## src/rtl/smon_pkg.sv

```systemverilog
package smon_pkg;

  localparam logic [7:0] OP_READ  = 8'h03;
  localparam logic [7:0] OP_FAST  = 8'h0B;
  localparam logic [7:0] OP_DUAL  = 8'hBB;
  localparam logic [7:0] OP_PROG  = 8'h02;
  localparam logic [7:0] OP_ERASE = 8'h20;
  localparam logic [7:0] OP_ID    = 8'h9F;
  localparam logic [7:0] OP_MID   = 8'h90;
  localparam logic [7:0] OP_SRD   = 8'h05;
  localparam logic [7:0] OP_SWR   = 8'h01;
  localparam logic [7:0] OP_WEN   = 8'h06;
  localparam logic [7:0] OP_RES   = 8'hAB;

  typedef enum logic [3:0] {
    CMD_NONE, CMD_READ, CMD_FAST, CMD_DUAL, CMD_PROG, CMD_ERASE,
    CMD_ID, CMD_MID, CMD_SRD, CMD_SWR, CMD_WEN, CMD_RES, CMD_BAD
  } cmdKind_e;

  // Strobes from control to datapath, valid for one cycle each.
  typedef struct packed {
    logic       clear;
    logic       emit;
    logic       opWe;
    logic [7:0] opByte;
    logic       unknownSet;
    logic       addrWe;
    logic [1:0] addrLane;
    logic [7:0] addrByte;
    logic       alignChk;
    logic       idWe;
    logic [1:0] idSlot;
    logic [7:0] idByte;
    logic       dataWe;
    logic [7:0] dataByte;
  } ctlStrobe_t;

  function automatic cmdKind_e classify(input logic [7:0] op);
    case (op)
      OP_READ:  return CMD_READ;
      OP_FAST:  return CMD_FAST;
      OP_DUAL:  return CMD_DUAL;
      OP_PROG:  return CMD_PROG;
      OP_ERASE: return CMD_ERASE;
      OP_ID:    return CMD_ID;
      OP_MID:   return CMD_MID;
      OP_SRD:   return CMD_SRD;
      OP_SWR:   return CMD_SWR;
      OP_WEN:   return CMD_WEN;
      OP_RES:   return CMD_RES;
      default:  return CMD_BAD;
    endcase
  endfunction

  // Even bits from the host line, odd bits from the flash line.
  function automatic logic [15:0] dualMerge(input logic [7:0] evenBits,
                                            input logic [7:0] oddBits);
    logic [15:0] w;
    for (int j = 0; j < 8; j++) begin
      w[2*j]   = evenBits[j];
      w[2*j+1] = oddBits[j];
    end
    return w;
  endfunction

endpackage

```

## src/rtl/smon_frontend.sv

```systemverilog
module smon_frontend #(
  parameter int SYNC_N = 2
) (
  input  logic       clk,
  input  logic       rstN,
  input  logic       csN,
  input  logic       sck,
  input  logic       mosi,
  input  logic       miso,
  output logic       byteValid,
  output logic [7:0] mosiByte,
  output logic [7:0] misoByte,
  output logic       csStart,
  output logic       csEnd
);

  localparam int BIT_W = 3;

  logic [SYNC_N-1:0] csSy, sckSy, moSy, miSy;
  logic csS, sckS, moS, miS;
  logic sckPrev, csPrev;
  logic [BIT_W-1:0] bitCnt;
  logic [6:0] moSh, miSh;
  logic sckRise, csActive;

  always_ff @(posedge clk) begin
    if (!rstN) begin
      csSy  <= '1;
      sckSy <= '0;
      moSy  <= '0;
      miSy  <= '0;
    end else begin
      csSy  <= {csSy[SYNC_N-2:0], csN};
      sckSy <= {sckSy[SYNC_N-2:0], sck};
      moSy  <= {moSy[SYNC_N-2:0], mosi};
      miSy  <= {miSy[SYNC_N-2:0], miso};
    end
  end

  assign csS      = csSy[SYNC_N-1];
  assign sckS     = sckSy[SYNC_N-1];
  assign moS      = moSy[SYNC_N-1];
  assign miS      = miSy[SYNC_N-1];
  assign sckRise  = sckS & ~sckPrev;
  assign csActive = ~csS;

  always_ff @(posedge clk) begin
    if (!rstN) begin
      sckPrev   <= 1'b0;
      csPrev    <= 1'b1;
      bitCnt    <= '0;
      moSh      <= '0;
      miSh      <= '0;
      byteValid <= 1'b0;
      mosiByte  <= '0;
      misoByte  <= '0;
      csStart   <= 1'b0;
      csEnd     <= 1'b0;
    end else begin
      sckPrev   <= sckS;
      csPrev    <= csS;
      byteValid <= 1'b0;
      csStart   <= csPrev & ~csS;
      csEnd     <= ~csPrev & csS;
      if (!csActive) begin
        bitCnt <= '0;
      end else if (sckRise) begin
        moSh   <= {moSh[5:0], moS};
        miSh   <= {miSh[5:0], miS};
        bitCnt <= bitCnt + 1'b1;
        if (bitCnt == '1) begin
          byteValid <= 1'b1;
          mosiByte  <= {moSh, moS};
          misoByte  <= {miSh, miS};
        end
      end
    end
  end

  // a finished byte never lands on the end of a transaction
  assert_byte_not_at_end_R1: assert property (@(posedge clk) disable iff (!rstN)
    byteValid |-> !csEnd);

  // partial bits are dropped when chip select rises
  assert_bits_cleared_at_end_R1: assert property (@(posedge clk) disable iff (!rstN)
    csEnd |-> bitCnt == '0);

endmodule

```

## src/rtl/smon_control.sv

```systemverilog
module smon_control
  import smon_pkg::*;
#(
  parameter int IDX_W = 4
) (
  input  logic       clk,
  input  logic       rstN,
  input  logic       byteValid,
  input  logic [7:0] mosiByte,
  input  logic [7:0] misoByte,
  input  logic       csStart,
  input  logic       csEnd,
  output ctlStrobe_t st
);

  localparam logic [IDX_W-1:0] IDX_MAX = '1;

  logic [IDX_W-1:0] idx;
  cmdKind_e kind;
  logic selZero;
  logic pendValid;
  logic [7:0] pendByte;
  logic dualMode;
  logic [15:0] dualWord;
  logic lbValid;
  logic [7:0] lbMosi, lbMiso;
  logic frameEdge;

  assign frameEdge = csStart | csEnd;
  assign dualMode  = (kind == CMD_DUAL) && (idx != '0);
  assign dualWord  = dualMerge(mosiByte, misoByte);
  assign lbValid   = (byteValid | pendValid) & ~frameEdge;

  // One logical byte per cycle: a held dual byte, an unpacked dual byte,
  // or a plain pair of line bytes.
  always_comb begin
    if (pendValid) begin
      lbMosi = pendByte;
      lbMiso = pendByte;
    end else if (dualMode) begin
      lbMosi = dualWord[15:8];
      lbMiso = dualWord[15:8];
    end else begin
      lbMosi = mosiByte;
      lbMiso = misoByte;
    end
  end

  always_ff @(posedge clk) begin
    if (!rstN) begin
      idx       <= '0;
      kind      <= CMD_NONE;
      selZero   <= 1'b0;
      pendValid <= 1'b0;
      pendByte  <= '0;
    end else if (frameEdge) begin
      idx       <= '0;
      kind      <= CMD_NONE;
      selZero   <= 1'b0;
      pendValid <= 1'b0;
    end else begin
      pendValid <= byteValid & dualMode & ~pendValid;
      if (byteValid && dualMode) pendByte <= dualWord[7:0];
      if (lbValid) begin
        if (idx != IDX_MAX) idx <= idx + 1'b1;
        if (idx == '0) kind <= classify(lbMosi);
        if (kind == CMD_MID && idx == IDX_W'(3)) selZero <= (lbMosi == 8'h00);
      end
    end
  end

  always_comb begin
    st       = '0;
    st.clear = csStart;
    st.emit  = csEnd && (idx != '0);
    if (lbValid) begin
      if (idx == '0) begin
        st.opWe       = 1'b1;
        st.opByte     = lbMosi;
        st.unknownSet = (classify(lbMosi) == CMD_BAD);
      end else begin
        case (kind)
          CMD_READ, CMD_FAST, CMD_DUAL, CMD_PROG, CMD_ERASE: begin
            if (idx <= IDX_W'(3)) begin
              st.addrWe   = 1'b1;
              st.addrLane = 2'(idx - 1'b1);
              st.addrByte = lbMosi;
              st.alignChk = (kind == CMD_ERASE) && (idx == IDX_W'(3));
            end
            if ((kind == CMD_READ && idx >= IDX_W'(4)) ||
                ((kind == CMD_FAST || kind == CMD_DUAL) && idx >= IDX_W'(5))) begin
              st.dataWe   = 1'b1;
              st.dataByte = lbMiso;
            end
            if (kind == CMD_PROG && idx >= IDX_W'(4)) begin
              st.dataWe   = 1'b1;
              st.dataByte = lbMosi;
            end
          end
          CMD_ID: begin
            if (idx <= IDX_W'(3)) begin
              st.idWe   = 1'b1;
              st.idSlot = 2'(idx - 1'b1);
              st.idByte = lbMiso;
            end
          end
          CMD_MID: begin
            if (idx == IDX_W'(4) || idx == IDX_W'(5)) begin
              st.idWe   = 1'b1;
              st.idByte = lbMiso;
              st.idSlot = ((idx == IDX_W'(4)) == selZero) ? 2'd0 : 2'd2;
            end
          end
          CMD_RES: begin
            if (idx == IDX_W'(4)) begin
              st.idWe   = 1'b1;
              st.idSlot = 2'd2;
              st.idByte = lbMiso;
            end
          end
          CMD_SRD: begin
            st.dataWe   = 1'b1;
            st.dataByte = lbMiso;
          end
          CMD_SWR: begin
            st.dataWe   = 1'b1;
            st.dataByte = lbMosi;
          end
          default: ;
        endcase
      end
    end
  end

  // a held second byte exists only inside a dual read
  assert_pend_only_dual_R6: assert property (@(posedge clk) disable iff (!rstN)
    pendValid |-> kind == CMD_DUAL);

  // an unrecognised opcode produces no further field writes
  assert_unknown_silent_R11: assert property (@(posedge clk) disable iff (!rstN)
    (kind == CMD_BAD) |-> !(st.addrWe || st.idWe || st.dataWe));

endmodule

```

## src/rtl/smon_datapath.sv

```systemverilog
module smon_datapath
  import smon_pkg::*;
#(
  parameter int CNT_W = 16
) (
  input  logic             clk,
  input  logic             rstN,
  input  ctlStrobe_t       st,
  output logic             evValid,
  output logic [7:0]       evOpcode,
  output logic [23:0]      evAddr,
  output logic [CNT_W-1:0] evCount,
  output logic [7:0]       evIdMfr,
  output logic [7:0]       evIdType,
  output logic [7:0]       evIdDev,
  output logic             evMisaligned,
  output logic             evUnknown,
  output logic             dataValid,
  output logic [7:0]       dataByte
);

  localparam int ID_N = 3;

  logic [7:0]       opQ;
  logic [23:0]      addrQ;
  logic [CNT_W-1:0] cntQ;
  logic [7:0]       idQ [ID_N];
  logic             misQ, unkQ;
  logic             restart;

  assign restart = st.emit | st.clear;

  always_ff @(posedge clk) begin
    if (!rstN) begin
      opQ  <= '0;
      addrQ <= '0;
      cntQ <= '0;
      misQ <= 1'b0;
      unkQ <= 1'b0;
    end else if (restart) begin
      opQ  <= '0;
      addrQ <= '0;
      cntQ <= '0;
      misQ <= 1'b0;
      unkQ <= 1'b0;
    end else begin
      if (st.opWe) opQ <= st.opByte;
      if (st.unknownSet) unkQ <= 1'b1;
      if (st.addrWe) addrQ[(2 - st.addrLane) * 8 +: 8] <= st.addrByte;
      if (st.alignChk) misQ <= ({addrQ[11:8], st.addrByte} != 12'd0);
      if (st.dataWe && cntQ != '1) cntQ <= cntQ + 1'b1;
    end
  end

  for (genvar g = 0; g < ID_N; g++) begin : gIdSlot
    always_ff @(posedge clk) begin
      if (!rstN || restart) idQ[g] <= '0;
      else if (st.idWe && st.idSlot == 2'(g)) idQ[g] <= st.idByte;
    end
  end

  always_ff @(posedge clk) begin
    if (!rstN) begin
      evValid      <= 1'b0;
      evOpcode     <= '0;
      evAddr       <= '0;
      evCount      <= '0;
      evIdMfr      <= '0;
      evIdType     <= '0;
      evIdDev      <= '0;
      evMisaligned <= 1'b0;
      evUnknown    <= 1'b0;
      dataValid    <= 1'b0;
      dataByte     <= '0;
    end else begin
      evValid   <= st.emit;
      dataValid <= st.dataWe;
      if (st.dataWe) dataByte <= st.dataByte;
      if (st.emit) begin
        evOpcode     <= opQ;
        evAddr       <= addrQ;
        evCount      <= cntQ;
        evIdMfr      <= idQ[0];
        evIdType     <= idQ[1];
        evIdDev      <= idQ[2];
        evMisaligned <= misQ;
        evUnknown    <= unkQ;
      end
    end
  end

  // each record is a single-cycle pulse
  assert_single_record_R1: assert property (@(posedge clk) disable iff (!rstN)
    evValid |=> !evValid);

  // the payload count only grows inside a transaction
  assert_count_monotonic_R3: assert property (@(posedge clk) disable iff (!rstN)
    !$past(restart) |-> cntQ >= $past(cntQ));

  // only erase records may carry the alignment flag
  assert_misalign_erase_only_R7: assert property (@(posedge clk) disable iff (!rstN)
    (evValid && evMisaligned) |-> evOpcode == OP_ERASE);

  // an unknown-opcode record carries no address or count
  assert_unknown_empty_R11: assert property (@(posedge clk) disable iff (!rstN)
    (evValid && evUnknown) |-> (evCount == '0 && evAddr == '0));

endmodule

```

## src/rtl/spi_flash_monitor.sv

```systemverilog
module spi_flash_monitor
  import smon_pkg::*;
#(
  parameter int CNT_W  = 16,
  parameter int IDX_W  = 4,
  parameter int SYNC_N = 2
) (
  input  logic             clk,
  input  logic             rstN,
  input  logic             spiCsN,
  input  logic             spiSck,
  input  logic             spiMosi,
  input  logic             spiMiso,
  output logic             evValid,
  output logic [7:0]       evOpcode,
  output logic [23:0]      evAddr,
  output logic [CNT_W-1:0] evCount,
  output logic [7:0]       evIdMfr,
  output logic [7:0]       evIdType,
  output logic [7:0]       evIdDev,
  output logic             evMisaligned,
  output logic             evUnknown,
  output logic             dataValid,
  output logic [7:0]       dataByte
);

  logic       byteValid, csStart, csEnd;
  logic [7:0] mosiByte, misoByte;
  ctlStrobe_t st;

  smon_frontend #(.SYNC_N(SYNC_N)) uFront (
    .clk(clk), .rstN(rstN), .csN(spiCsN), .sck(spiSck), .mosi(spiMosi),
    .miso(spiMiso), .byteValid(byteValid), .mosiByte(mosiByte),
    .misoByte(misoByte), .csStart(csStart), .csEnd(csEnd)
  );

  smon_control #(.IDX_W(IDX_W)) uCtl (
    .clk(clk), .rstN(rstN), .byteValid(byteValid), .mosiByte(mosiByte),
    .misoByte(misoByte), .csStart(csStart), .csEnd(csEnd), .st(st)
  );

  smon_datapath #(.CNT_W(CNT_W)) uDp (
    .clk(clk), .rstN(rstN), .st(st), .evValid(evValid), .evOpcode(evOpcode),
    .evAddr(evAddr), .evCount(evCount), .evIdMfr(evIdMfr),
    .evIdType(evIdType), .evIdDev(evIdDev), .evMisaligned(evMisaligned),
    .evUnknown(evUnknown), .dataValid(dataValid), .dataByte(dataByte)
  );

endmodule

```

## config.mk

```make
export PLATFORM = sky130hd
export DESIGN_NAME = spi_flash_monitor
export DESIGN_NICKNAME = d
export VERILOG_FILES = /design/src/rtl/smon_pkg.sv /design/src/rtl/smon_frontend.sv /design/src/rtl/smon_control.sv /design/src/rtl/smon_datapath.sv /design/src/rtl/spi_flash_monitor.sv
export SDC_FILE = /design/constraint.sdc
export NUM_CORES = 1
export LEC_CHECK = 0
export ABC_AREA = 1
export BUFFER_PORTS_ARGS = -buffer_cell sky130_fd_sc_hd__buf_2
export CAP_MARGIN = 20
export CORE_ASPECT_RATIO = 0.75
export CORE_MARGIN = 2
export CORE_UTILIZATION = 60
export DETAILED_ROUTE_END_ITERATION = 10
export GPL_ROUTABILITY_DRIVEN = 0
export PLACE_DENSITY_LB_ADDON = 0.05
export REMOVE_ABC_BUFFERS = 1
export SLEW_MARGIN = 20
export SYNTH_ARGS = -nofsm -noshare
export SYNTH_HDL_FRONTEND = slang
export SYNTH_SLANG_ARGS = --single-unit
```

## constraint.sdc

```tcl
create_clock -name clk -period 4.4 [get_ports clk]
set_input_delay 0.44 -clock clk [delete_from_list [all_inputs] [get_ports clk]]
set_output_delay 0.44 -clock clk [all_outputs]
set_load 0.02 [all_outputs]
```

==> summary.txt, run 1 <==
Hpwl dp: 14900 um
CTS Buffer Depth: 3
Top layer in use: met4
Dpl ws: 1.06 ns
VDD IR max: 0.000260 V
FP Rows: 38
Storage element area: 4680 um^2
Clk pin slew, worst setup/hold paths: 0.07 ns
Fin util: 70.6%
DR iter-0 viols: 641
Actual slew at the worst max-slew pin: 0.940 ns
Synth Cell Area: 9110 um^2
Area leader, netlist: dfxtp_1
Hold slack: 0.119 ns
Clk_skew: 0.0138 ns
Met3 Routed Length: 1630 um
ANT nets after route: 0
Top cells by area, synth: dfxtp_1 (43%), nand2_1 (9.6%), edfxtp_1 (7.9%)
Drt drc: 0
Hold-fix buffers, CTS: 0
Largest net degree at the start of global routing: 75
Worst EP arrival: 3.82 ns
Top-area cell type share of the netlist area: 43.5%
Worst r2r dst: uDp.addrQ[6]
Reg2reg path depth: 13
Worst skew pair latency: 0.51 ns
Vias in the first global route: 6937
Filler Cells Inserted: 1227
Vias per inst: 5.45
Placed cell areas: 9680 um^2
Initial antenna violation count: 0
Pre-antenna DRT Iters: 6
Metal2 WL: 8820 um
Flops & latches, synth: 222
Wire length per cell: 15.3 um
Mapped Cells: 1115
Post-route cell area: 10300 um^2
Total congestion overflow: 0
Worst-path maximum fanout: 27
Commonest non-fill, non-tap cell in the layout: nand2_1
Vias post-DR: 7661
Final wirelength: 21500 um
Multi-input gate area: 3770 um^2
Ys Warns: 0
Hold crit path type: primary input to flip-flop
Worst setup path class: flip-flop to flip-flop
Clk sink count: 222
Layout cell share with drive strength beyond 1: 15.2%
Die H: 111 um
Final period utilization: 77.1%
PortBufs: 89
Ant. Diodes: 0
Final hold vios: 0
Max Clock Freq: 0.295 GHz
First-pass GRT wire length: 35600 um
Max Transition Viols Final: 0
CTS tree: done
Mapped Avg Cell Area: 8.17 um^2
Slew headroom: 37.3%
Core Area: 14600 um^2
Fin worst setup slack: 1.01 ns
Worst Setup EP: uDp.addrQ[6]
CTS Buf Count: 21
Worst Setup End Kind: flip-flop
Root Driver: clkbuf_16
Initial Util: 62.2%
Nets: 1210
Min cycle time layout: 3.39 ns
Power per standard cell area: 373 nW/um^2
GRT Util Overall: 26.8%
Post-CTS setup buffer count: 0
Fin Setup TNS: 0 ns
Startpoint Class: flip-flop
LEAKAGE: 0.00436 uW
Area grow syn2layout: 13.4%
Part of the Yosys area used for sequential elements: 51.4%
Post-cts resize count: 0
Crit. Startpoint: uCtl.pendValid
I/O pins: 90
RSZ-0062 raised after global routing: false
Status: finished, final reports clean
Final setup violation count: 0
Met1 Wirelength: 10500 um
Crit Reg-Reg Startpoint: uCtl.pendValid
Die width: 146 um
Worst EP required: 4.83 ns
Most frequent cells in the layout: nand2_1 (233), dfxtp_1 (198), inv_1 (124), nor2_1 (105)
Reg2Reg Setup Slack: 1.01 ns
Die area: 16200 um^2
Post-synthesis cell type count: 44
Max-cap violations: 0
CTS HTree Levels: 1
[kinds of logic after synthesis]
| group | synth area share (%) |
|---|---|
| simple gates | 23.1 |
| compound gates | 16.1 |
| flops | 51.4 |
| buf+inv | 7.36 |
| fa+ha+maj | 1.65 |
| xor+xnor | 0.384 |
[flip-flops by register name, summed over array words and instances (netlist names), 3 cells and up]
signal	count
uFront.miSh	7
uDp.opQ	8
uDp.evIdMfr	8
uDp.addrQ	24
uFront.bitCnt	3
uDp.evIdType	8
uDp.evOpcode	8
uCtl.idx	4
uDp.dataByte	8
uDp.evAddr	24
uDp.cntQ	16
uCtl.pendByte	8
uFront.mosiByte	8
uCtl.kind	4
uDp.evCount	16
uFront.moSh	7
uDp.evIdDev	8
uFront.misoByte	8
uDp.idQ	24
[synth_stat cells (all sizes together)]
cell and instances:
nor4 10, o21a 1, buf 17, edfxtp 24, nand4 4, and2 1
o21ai 89, a31oi 3, ha 12, a21oi 90, a211oi 2, inv 132
xor2 4, or2 4, nand3 49, nand2 258, nor3 12, clkbuf 22
dfxtp 198, o31ai 2, clkinv 1, o22a 1, o221ai 7, o211ai 1
a221oi 1, nor3b 2, nor2 120, a22o 48
[power by group]
| part | leakage [uW] | switching [uW] | internal, uW |
|---|---|---|---|
| clock | 0.000320 | 749 | 986 |
| sequential | 0.00185 | 5.10 | 2060 |
| combinational | 0.00219 | 47.9 | 11.4 |
[worst max-delay path: stages (launching register included)]
cell	delay [ns]
dfxtp_1	0.60
inv_2	0.32
a21oi_2	0.28
nand2_2	0.17
nor2_8	0.21
inv_4	0.07
nor2_8	0.15
inv_2	0.09
ha_1	0.21
xor2_1	0.30
inv_1	0.15
nor4_4	0.51
nand3_1	0.12
a21oi_1	0.14
[routing by layer]
layer | up-vias | track usage [%]
li1 | 3828 | -
met1 | 3515 | 41.3
met2 | 271 | 37.9
met3 | 47 | 5.27
met4 | 0 | 7.96
met5 | - | 0
[metrics by stage]
stage	std cells	total power, uW
floorplan	1076	2140
global placement	1369	2170
detailed placement	1369	2170
CTS	1406	3880
global route	1406	3970
finish	1406	3860
[worst min-delay path by stage]
stage | to | from | slack, ns | cells past startpoint
finish | uFront.sckSy[0] | spiSck | 0.12 | 3
detailed placement | uFront.sckSy[1] | uFront.sckSy[0] | 0.40 | 2
CTS | uFront.sckSy[0] | spiSck | 0.11 | 3
floorplan | uFront.miSy[1] | uFront.miSy[0] | 0.39 | 2
global route | uFront.csSy[0] | spiCsN | 0.13 | 2
global placement | uFront.moSy[1] | uFront.moSy[0] | 0.40 | 2
[area by class of cell]
cell class	instances	share of cell area (%)
sequential	222	45.3
multi-input combinational	721	36.5
clock buffer	35	6.17
inverter	133	4.85
timing repair buffer	93	4.60
tap	200	2.42
clock inverter	2	0.133
Note: power is estimated with default switching activity, not from simulation.
==> inputs of run 2 (changes only) <==
--- a/config.mk
+++ b/config.mk
@@ -5,12 +5,12 @@
 export SDC_FILE = /design/constraint.sdc
 export NUM_CORES = 1
 export LEC_CHECK = 0
-export ABC_AREA = 1
+export ABC_AREA = 0
 export BUFFER_PORTS_ARGS = -buffer_cell sky130_fd_sc_hd__buf_2
 export CAP_MARGIN = 20
 export CORE_ASPECT_RATIO = 0.75
 export CORE_MARGIN = 2
-export CORE_UTILIZATION = 60
+export CORE_UTILIZATION = 53
 export DETAILED_ROUTE_END_ITERATION = 10
 export GPL_ROUTABILITY_DRIVEN = 0
 export PLACE_DENSITY_LB_ADDON = 0.05
==> constraint.sdc (replaced) <==
create_clock -name clk -period 2.9 [get_ports clk]
set_input_delay 0.29 -clock clk [delete_from_list [all_inputs] [get_ports clk]]
set_output_delay 0.29 -clock clk [all_outputs]
set_load 0.02 [all_outputs]
==> summary.txt, run 2 <==
Synth top cells by count: dfxtp_1 (198), nand2_1 (130), nor2_1 (97), a22o_1 (74), a21oi_1 (61)
Power per standard cell area: 591 nW/um^2 (+58%)
Synth Cell Area: 8680 um^2 (-4.8%)
Sw Share: 19.8% (-1.0 points)
Switching power total: 1210 uW (+51%)
Commonest non-fill, non-tap cell in the layout: dfxtp_1
LEAKAGE: 0.00414 uW (-4.9%)
Hold slack: 0.0119 ns (-0.108 ns)
First-pass GRT wire length: 32700 um (-8.1%)
Core Area: 16000 um^2 (+9.4%)
CTS tree: done
Vias in the first global route: 6433 (-7.3%)
Post-synthesis cell type count: 66 (+50%)
Mapped Avg Cell Area: 9.67 um^2 (+18%)
Max-cap violations: 0 (unchanged)
CTS Buf Count: 22 (+4.8%)
FP Rows: 40 (+5.3%)
Mapped Cells: 897 (-20%)
Top flop regs: uDp.addrQ (24), uDp.evAddr (24), uDp.idQ (24)
CTS Buffer Depth: 3 (unchanged)
Drt drc: 0 (unchanged)
Final wirelength: 20200 um (-5.9%)
Dpl ws: -0.0685 ns (-1.13 ns)
Most frequent cells in the layout: dfxtp_1 (197), nand2_1 (130), nor2_1 (97), buf_2 (89), a22o_1 (74)
Status: finished, final reports clean
Hpwl dp: 14100 um (-4.9%)
Area grow syn2layout: 19.3%
GRT Util Overall: 23.1% (-3.7 points)
Placed Instances: 1186 (-13%)
Fin worst setup slack: 0.102 ns (-0.907 ns)
Final setup violation count: 0 (unchanged)
Die width: 152 um (+3.7%)
VDD IR max: 0.000410 V (+57%)
Post-CTS setup buffer count: 0 (unchanged)
Slew headroom: 52.8% (+16 points)
Reg2reg path depth: 9 (-4)
Clock power frac: 47.5% (+2.5 points)
Max Transition Viols Final: 0 (unchanged)
Die H: 115 um (+3.7%)
Clk_skew: 0.00803 ns (-0.00579 ns)
Synth Flop Type: dfxtp_1
DR iter-0 viols: 549 (-14%)
Initial Util: 54.2% (-8.1 points)
Area leader, netlist: dfxtp_1
Top cells by area, synth: dfxtp_1 (46%), edfxtp_1 (8.3%), a22o_1 (7.5%)
Min cycle time layout: 2.80 ns (-0.593 ns)
Worst Setup End Kind: flip-flop
Filler Cells Inserted: 1328 (+8.2%)
Max Clock Freq: 0.357 GHz (+21%)
Final hold vios: 0 (unchanged)
Part of the Yosys area used for sequential elements: 54.0% (+2.6 points)
Vias per inst: 5.67 (+4.1%)
Post-synth EDFFs: 24 (unchanged)
Top-area cell type share of the netlist area: 45.7% (+2.2 points)
Worst-path maximum fanout: 7 (-74%)
Layout cell share with drive strength beyond 1: 19.5% (+4.4 points)
Clk sink count: 222 (unchanged)
Actual slew at the worst max-slew pin: 0.708 ns (-0.232 ns)
Worst EP arrival: 3.20 ns (-0.62 ns)
Ant. Diodes: 0 (unchanged)
Worst setup path class: flip-flop to flip-flop
CTS HTree Levels: 1 (unchanged)
Hold crit path type: primary input to flip-flop
Top-count cell post-synth: dfxtp_1
Post-synthesis async set-or-reset flop share: 0% (unchanged)
Total congestion overflow: 0 (unchanged)
Non-filler cells, final: 1229 (-13%)
Gate power share: 1.3% (-0.2 points)
I/O pins: 90 (unchanged)
Root Driver: clkbuf_16
Cell internal pwr: 4900 uW (+60%)
Die area: 17400 um^2 (+7.5%)
Startpoint Class: flip-flop
Pre-antenna DRT Iters: 8 (+2)
Final period utilization: 96.5% (+19 points)
Ys Warns: 0 (unchanged)
Worst skew pair latency: 0.50 ns (about the same)
PortBufs: 89 (unchanged)
Wire length per cell: 16.4 um (+7.7%)
Seq pwr share: 51.2% (-2.3 points)
Largest net degree at the start of global routing: 52 (-31%)
Fin util: 64.6% (-6.0 points)
ANT nets after route: 0 (unchanged)
Flops & latches, synth: 222 (unchanged)
Nets: 1021 (-16%)
Hold depth: 2 (-1)
Worst EP required: 3.31 ns (-1.52 ns)
Clk pin slew, worst setup/hold paths: 0.06 ns (about the same)
Vias post-DR: 6973 (-9.0%)
Initial antenna violation count: 0 (unchanged)
## run 2: area by class of cell
| class | count | area, um^2 | share of cell area, % |
|---|---|---|---|
| sequential | 222 | 4690 | 45.3 |
| clock inverter | 8 | 93.8 | 0.907 |
| tap | 210 | 263 | 2.54 |
| clock buffer | 32 | 661 | 6.38 |
| timing repair buffer | 141 | 856 | 8.27 |
| multi-input combinational | 605 | 3750 | 36.2 |
| inverter | 11 | 41.3 | 0.399 |
## run 2: worst max-delay path, cell delays in order (launching register included)
cell      delay (ns)
dfxtp_1         0.32
inv_2           0.09
ha_4            0.15
or3b_4          0.45
nand3_1         0.12
a31oi_1         0.12
or3_4           0.45
or3_1           0.38
or4b_1          0.52
o211ai_1        0.11
## run 2: final timing paths
path,start,endpoint,slack [ns]
hold / removal,spiMiso,uFront.miSy[0],0.01
setup / recovery,uCtl.idx[0],uCtl.kind[0],0.10
hold reg to reg,uFront.csSy[0],uFront.csSy[1],0.41
setup reg to reg,uCtl.idx[0],uCtl.kind[0],0.10
## run 2: power by group through the flow
stage	registers, uW	clock network [uW]	logic (uW)
final	3130	2900	82.4
after global routing	3130	3090	91.4
after CTS	3130	2960	82.7
after detailed placement	3200	0	79.8
after global placement	3200	0	76.4
after floorplan	3190	0	44.4
## run 2: cells by family after synthesis
logic type	synth area share, %
mux	2.08
simple gates	18.2
compound gates	18.8
fa+ha+maj	1.73
flops	54.0
xor+xnor	1.92
buf+inv	3.30
## run 2: metrics by stage
step	power, uW	setup TNS [ns]	cell area [um^2]
global placement	3270	0	9530
detailed placement	3280	-0.103	9530
global route	6310	-0.00918	10300
CTS	6170	0	10300
floorplan	3240	-369.45	8430
finish	6110	0	10300
## run 2: repair_timing
item / 4_1_cts / 5_1_grt
endpoints found under the hold margin: 3 / 0
pin swaps: 0 / 0
gates resized for setup: 1 / 10
endpoints found under the setup margin: 2 / 26
hold buffers: 3 / 0
## run 2: routing by layer
metal  vias up  routed length (um)  global-route usage (%)
li1       3399                   -                       -
met3        47                1550                    4.92
met5         -                   0                       0
met1      3273                9690                    34.4
met2       254                8500                    34.6
met4         0                 456                    5.49
==> inputs of run 3 (changes only) <==
--- a/config.mk
+++ b/config.mk
@@ -6,12 +6,12 @@
 export NUM_CORES = 1
 export LEC_CHECK = 0
 export ABC_AREA = 0
-export BUFFER_PORTS_ARGS = -buffer_cell sky130_fd_sc_hd__buf_2
 export CAP_MARGIN = 20
 export CORE_ASPECT_RATIO = 0.75
 export CORE_MARGIN = 2
-export CORE_UTILIZATION = 53
+export CORE_UTILIZATION = 57
 export DETAILED_ROUTE_END_ITERATION = 10
+export DONT_BUFFER_PORTS = 1
 export GPL_ROUTABILITY_DRIVEN = 0
 export PLACE_DENSITY_LB_ADDON = 0.05
 export REMOVE_ABC_BUFFERS = 1
==> summary.txt, run 3 (synthesis results as in run 2) <==
CTS tree: done
Root Driver: clkbuf_16
Power per standard cell area: 584 nW/um^2 (-1.1%)
Fin Setup TNS: 0 ns (unchanged)
Pre-antenna DRT Iters: 6 (-2)
CTS Buf Count: 21 (-4.5%)
I/O pins: 90 (unchanged)
Core Area: 15100 um^2 (-5.9%)
Non-filler cells, final: 1137 (-7.5%)
Crit Reg-Reg Startpoint: uCtl.idx[0]
FP Rows: 39 (-2.5%)
Startpoint Class: flip-flop
Min cycle time layout: 2.79 ns (-0.00691 ns)
Clk sink count: 222 (unchanged)
GRT Util Overall: 24.0% (+0.83 points)
Seq pwr share: 54.6% (+3.4 points)
Final setup violation count: 0 (unchanged)
Die H: 111 um (-3.4%)
Reg2Reg Setup Slack: 0.11 ns (about the same)
Vias in the first global route: 6312 (-1.9%)
LEAKAGE: 0.00361 uW (-13%)
Die area: 16200 um^2 (-6.8%)
Clk pin slew, worst setup/hold paths: 0.06 ns (about the same)
Reg2reg path depth: 9 (unchanged)
Actual slew at the worst max-slew pin: 0.811 ns (+0.103 ns)
Area grow syn2layout: 13.1%
First-pass GRT wire length: 32200 um (-1.7%)
Largest net degree at the start of global routing: 75 (+44%)
Top delay family on crit path: simple AND/OR/NAND/NOR gates
Initial Util: 57.5% (+3.4 points)
Commonest non-fill, non-tap cell in the layout: dfxtp_1
Min-delay src: rstN
CTS Buffer Depth: 3 (unchanged)
Top flop regs: uDp.addrQ (24), uDp.evAddr (24), uDp.idQ (24)
Final hold vios: 0 (unchanged)
Hold crit path type: primary input to flip-flop
Die width: 146 um (-3.5%)
Worst skew pair latency: 0.50 ns (about the same)
Layout cell share with drive strength beyond 1: 11.7% (-7.8 points)
Final period utilization: 96.3% (-0.24 points)
Final wirelength: 19900 um (-1.6%)
Worst EP arrival: 3.22 ns (+0.02 ns)
Max Transition Viols Final: 0 (unchanged)
PortBufs: 0 (-100%)
Drt drc: 0 (unchanged)
Worst EP required: 3.32 ns (about the same)
Max Clock Freq: 0.358 GHz (+0.25%)
Nets: 935 (-8.4%)
Hpwl dp: 13600 um (-3.5%)
CP cell instances: inv_2 -> ha_4 -> or3b_4 -> nand3_1 -> a31oi_1 -> or3_4 -> or3_1 -> or4b_1 -> o211ai_1
Gate power share: 1.4% (about the same)
Dpl ws: -0.0157 ns (+0.0528 ns)
Hold EP: uCtl.selZero
Worst Setup End Kind: flip-flop
Initial antenna violation count: 0 (unchanged)
Vias per inst: 5.88 (+3.6%)
Sw Share: 20.5% (+0.74 points)
VDD IR max: 0.000451 V (+10%)
Slowest stage delay, CP: 0.51 ns (about the same)
ANT nets after route: 0 (unchanged)
Slew headroom: 45.8% (-7.1 points)
Clock power frac: 44.0% (-3.5 points)
Total congestion overflow: 0 (unchanged)
Max-cap violations: 0 (unchanged)
Status: finished, final reports clean
Vias post-DR: 6682 (-4.2%)
DR iter-0 viols: 465 (-15%)
Worst r2r dst: uCtl.kind[0]
Fin worst setup slack: 0.108 ns (+0.00691 ns)
Most frequent cells in the layout: dfxtp_1 (198), nand2_1 (130), nor2_1 (97), a22o_1 (74), a21oi_1 (60)
Switching power total: 1180 uW (-2.8%)
Pwr Total: 5730 uW (-6.3%)
Hold depth: 2 (unchanged)
Clk_skew: 0.0102 ns (+0.00219 ns)
Critical path buffers and inverters: 1 (unchanged)
Worst setup path class: flip-flop to flip-flop
Slowest cell on crit path: or4b_1
RSZ-0062 raised after global routing: false
Placed Instances: 1092 (-7.9%)
CTS HTree Levels: 1 (unchanged)
Wire length per cell: 17.5 um (+6.4%)
Cell internal pwr: 4550 uW (-7.1%)
Worst-path maximum fanout: 7 (unchanged)
Ant. Diodes: 0 (unchanged)
## run 3: cell count changes in the layout (fill, tap and decap cells not counted), sizes merged
cell	before	now
buf	138	51
bufinv	2	0
clkbuf	32	28
clkinv	7	10
dlygate4sd3	3	5
inv	10	11
## run 3: through the flow
stage / area, um^2 / utilization, % / hold WS [ns]
final: 9810 / 65.1 / 0.125
after global routing: 9810 / 65.1 / 0.110
after CTS: 9760 / 64.7 / 0.105
after detailed placement: 9070 / 60.1 / 0.372
after global placement: 9070 / 60.1 / 0.368
after floorplan: 8430 / - / 0.363
## run 3: per-layer routing
| layer | routed length, um | vias up | global-route usage [%] |
|---|---|---|---|
| li1 | - | 3224 | - |
| met1 | 9390 | 3165 | 34.3 |
| met2 | 8410 | 260 | 35.7 |
| met3 | 1710 | 33 | 7.04 |
| met4 | 343 | 0 | 6.21 |
| met5 | 0 | - | 0 |
## run 3: power by group through the flow
stage,combinational (uW),sequential [uW],clock [uW]
final,77.9,3130,2520
after global routing,86.0,3130,2710
after CTS,78.3,3130,2580
after detailed placement,68.5,3200,0
after global placement,65.6,3200,0
after floorplan,44.4,3190,0
## run 3: timing repair
item / 4_1_cts / 5_1_grt
gates resized for setup: 1 / 10
endpoints found under the setup margin: 3 / 20
hold buffers: 5 / 0
hold endpoints to repair: 25 / 0
pin swaps: 0 / 1
buffers inserted: 0 / 2
## run 3: worst max path at each step
stage / from / end / slack [ns] / depth (start not counted)
CTS: uCtl.idx[0] / uDp.addrQ[14] / 0.04 / 13
detailed placement: uCtl.idx[0] / uCtl.selZero / -0.02 / 9
finish: uCtl.idx[0] / uCtl.kind[0] / 0.11 / 9
global route: uCtl.idx[0] / uCtl.kind[1] / 0.008 / 10
global placement: uCtl.idx[0] / uCtl.selZero / 0.05 / 9
floorplan: uCtl.idx[0] / uDp.idQ[2][7] / -3.64 / 7
## run 3: final cells by class
cell class | instances | area, um^2
multi-input cells | 605 | 3760
fillers | 1175 | 5270
clock inverters | 10 | 55.1
inverters | 11 | 41.3
clock buffers | 28 | 582
repair buffers | 56 | 433
flip-flops and latches | 222 | 4680
well taps | 205 | 256
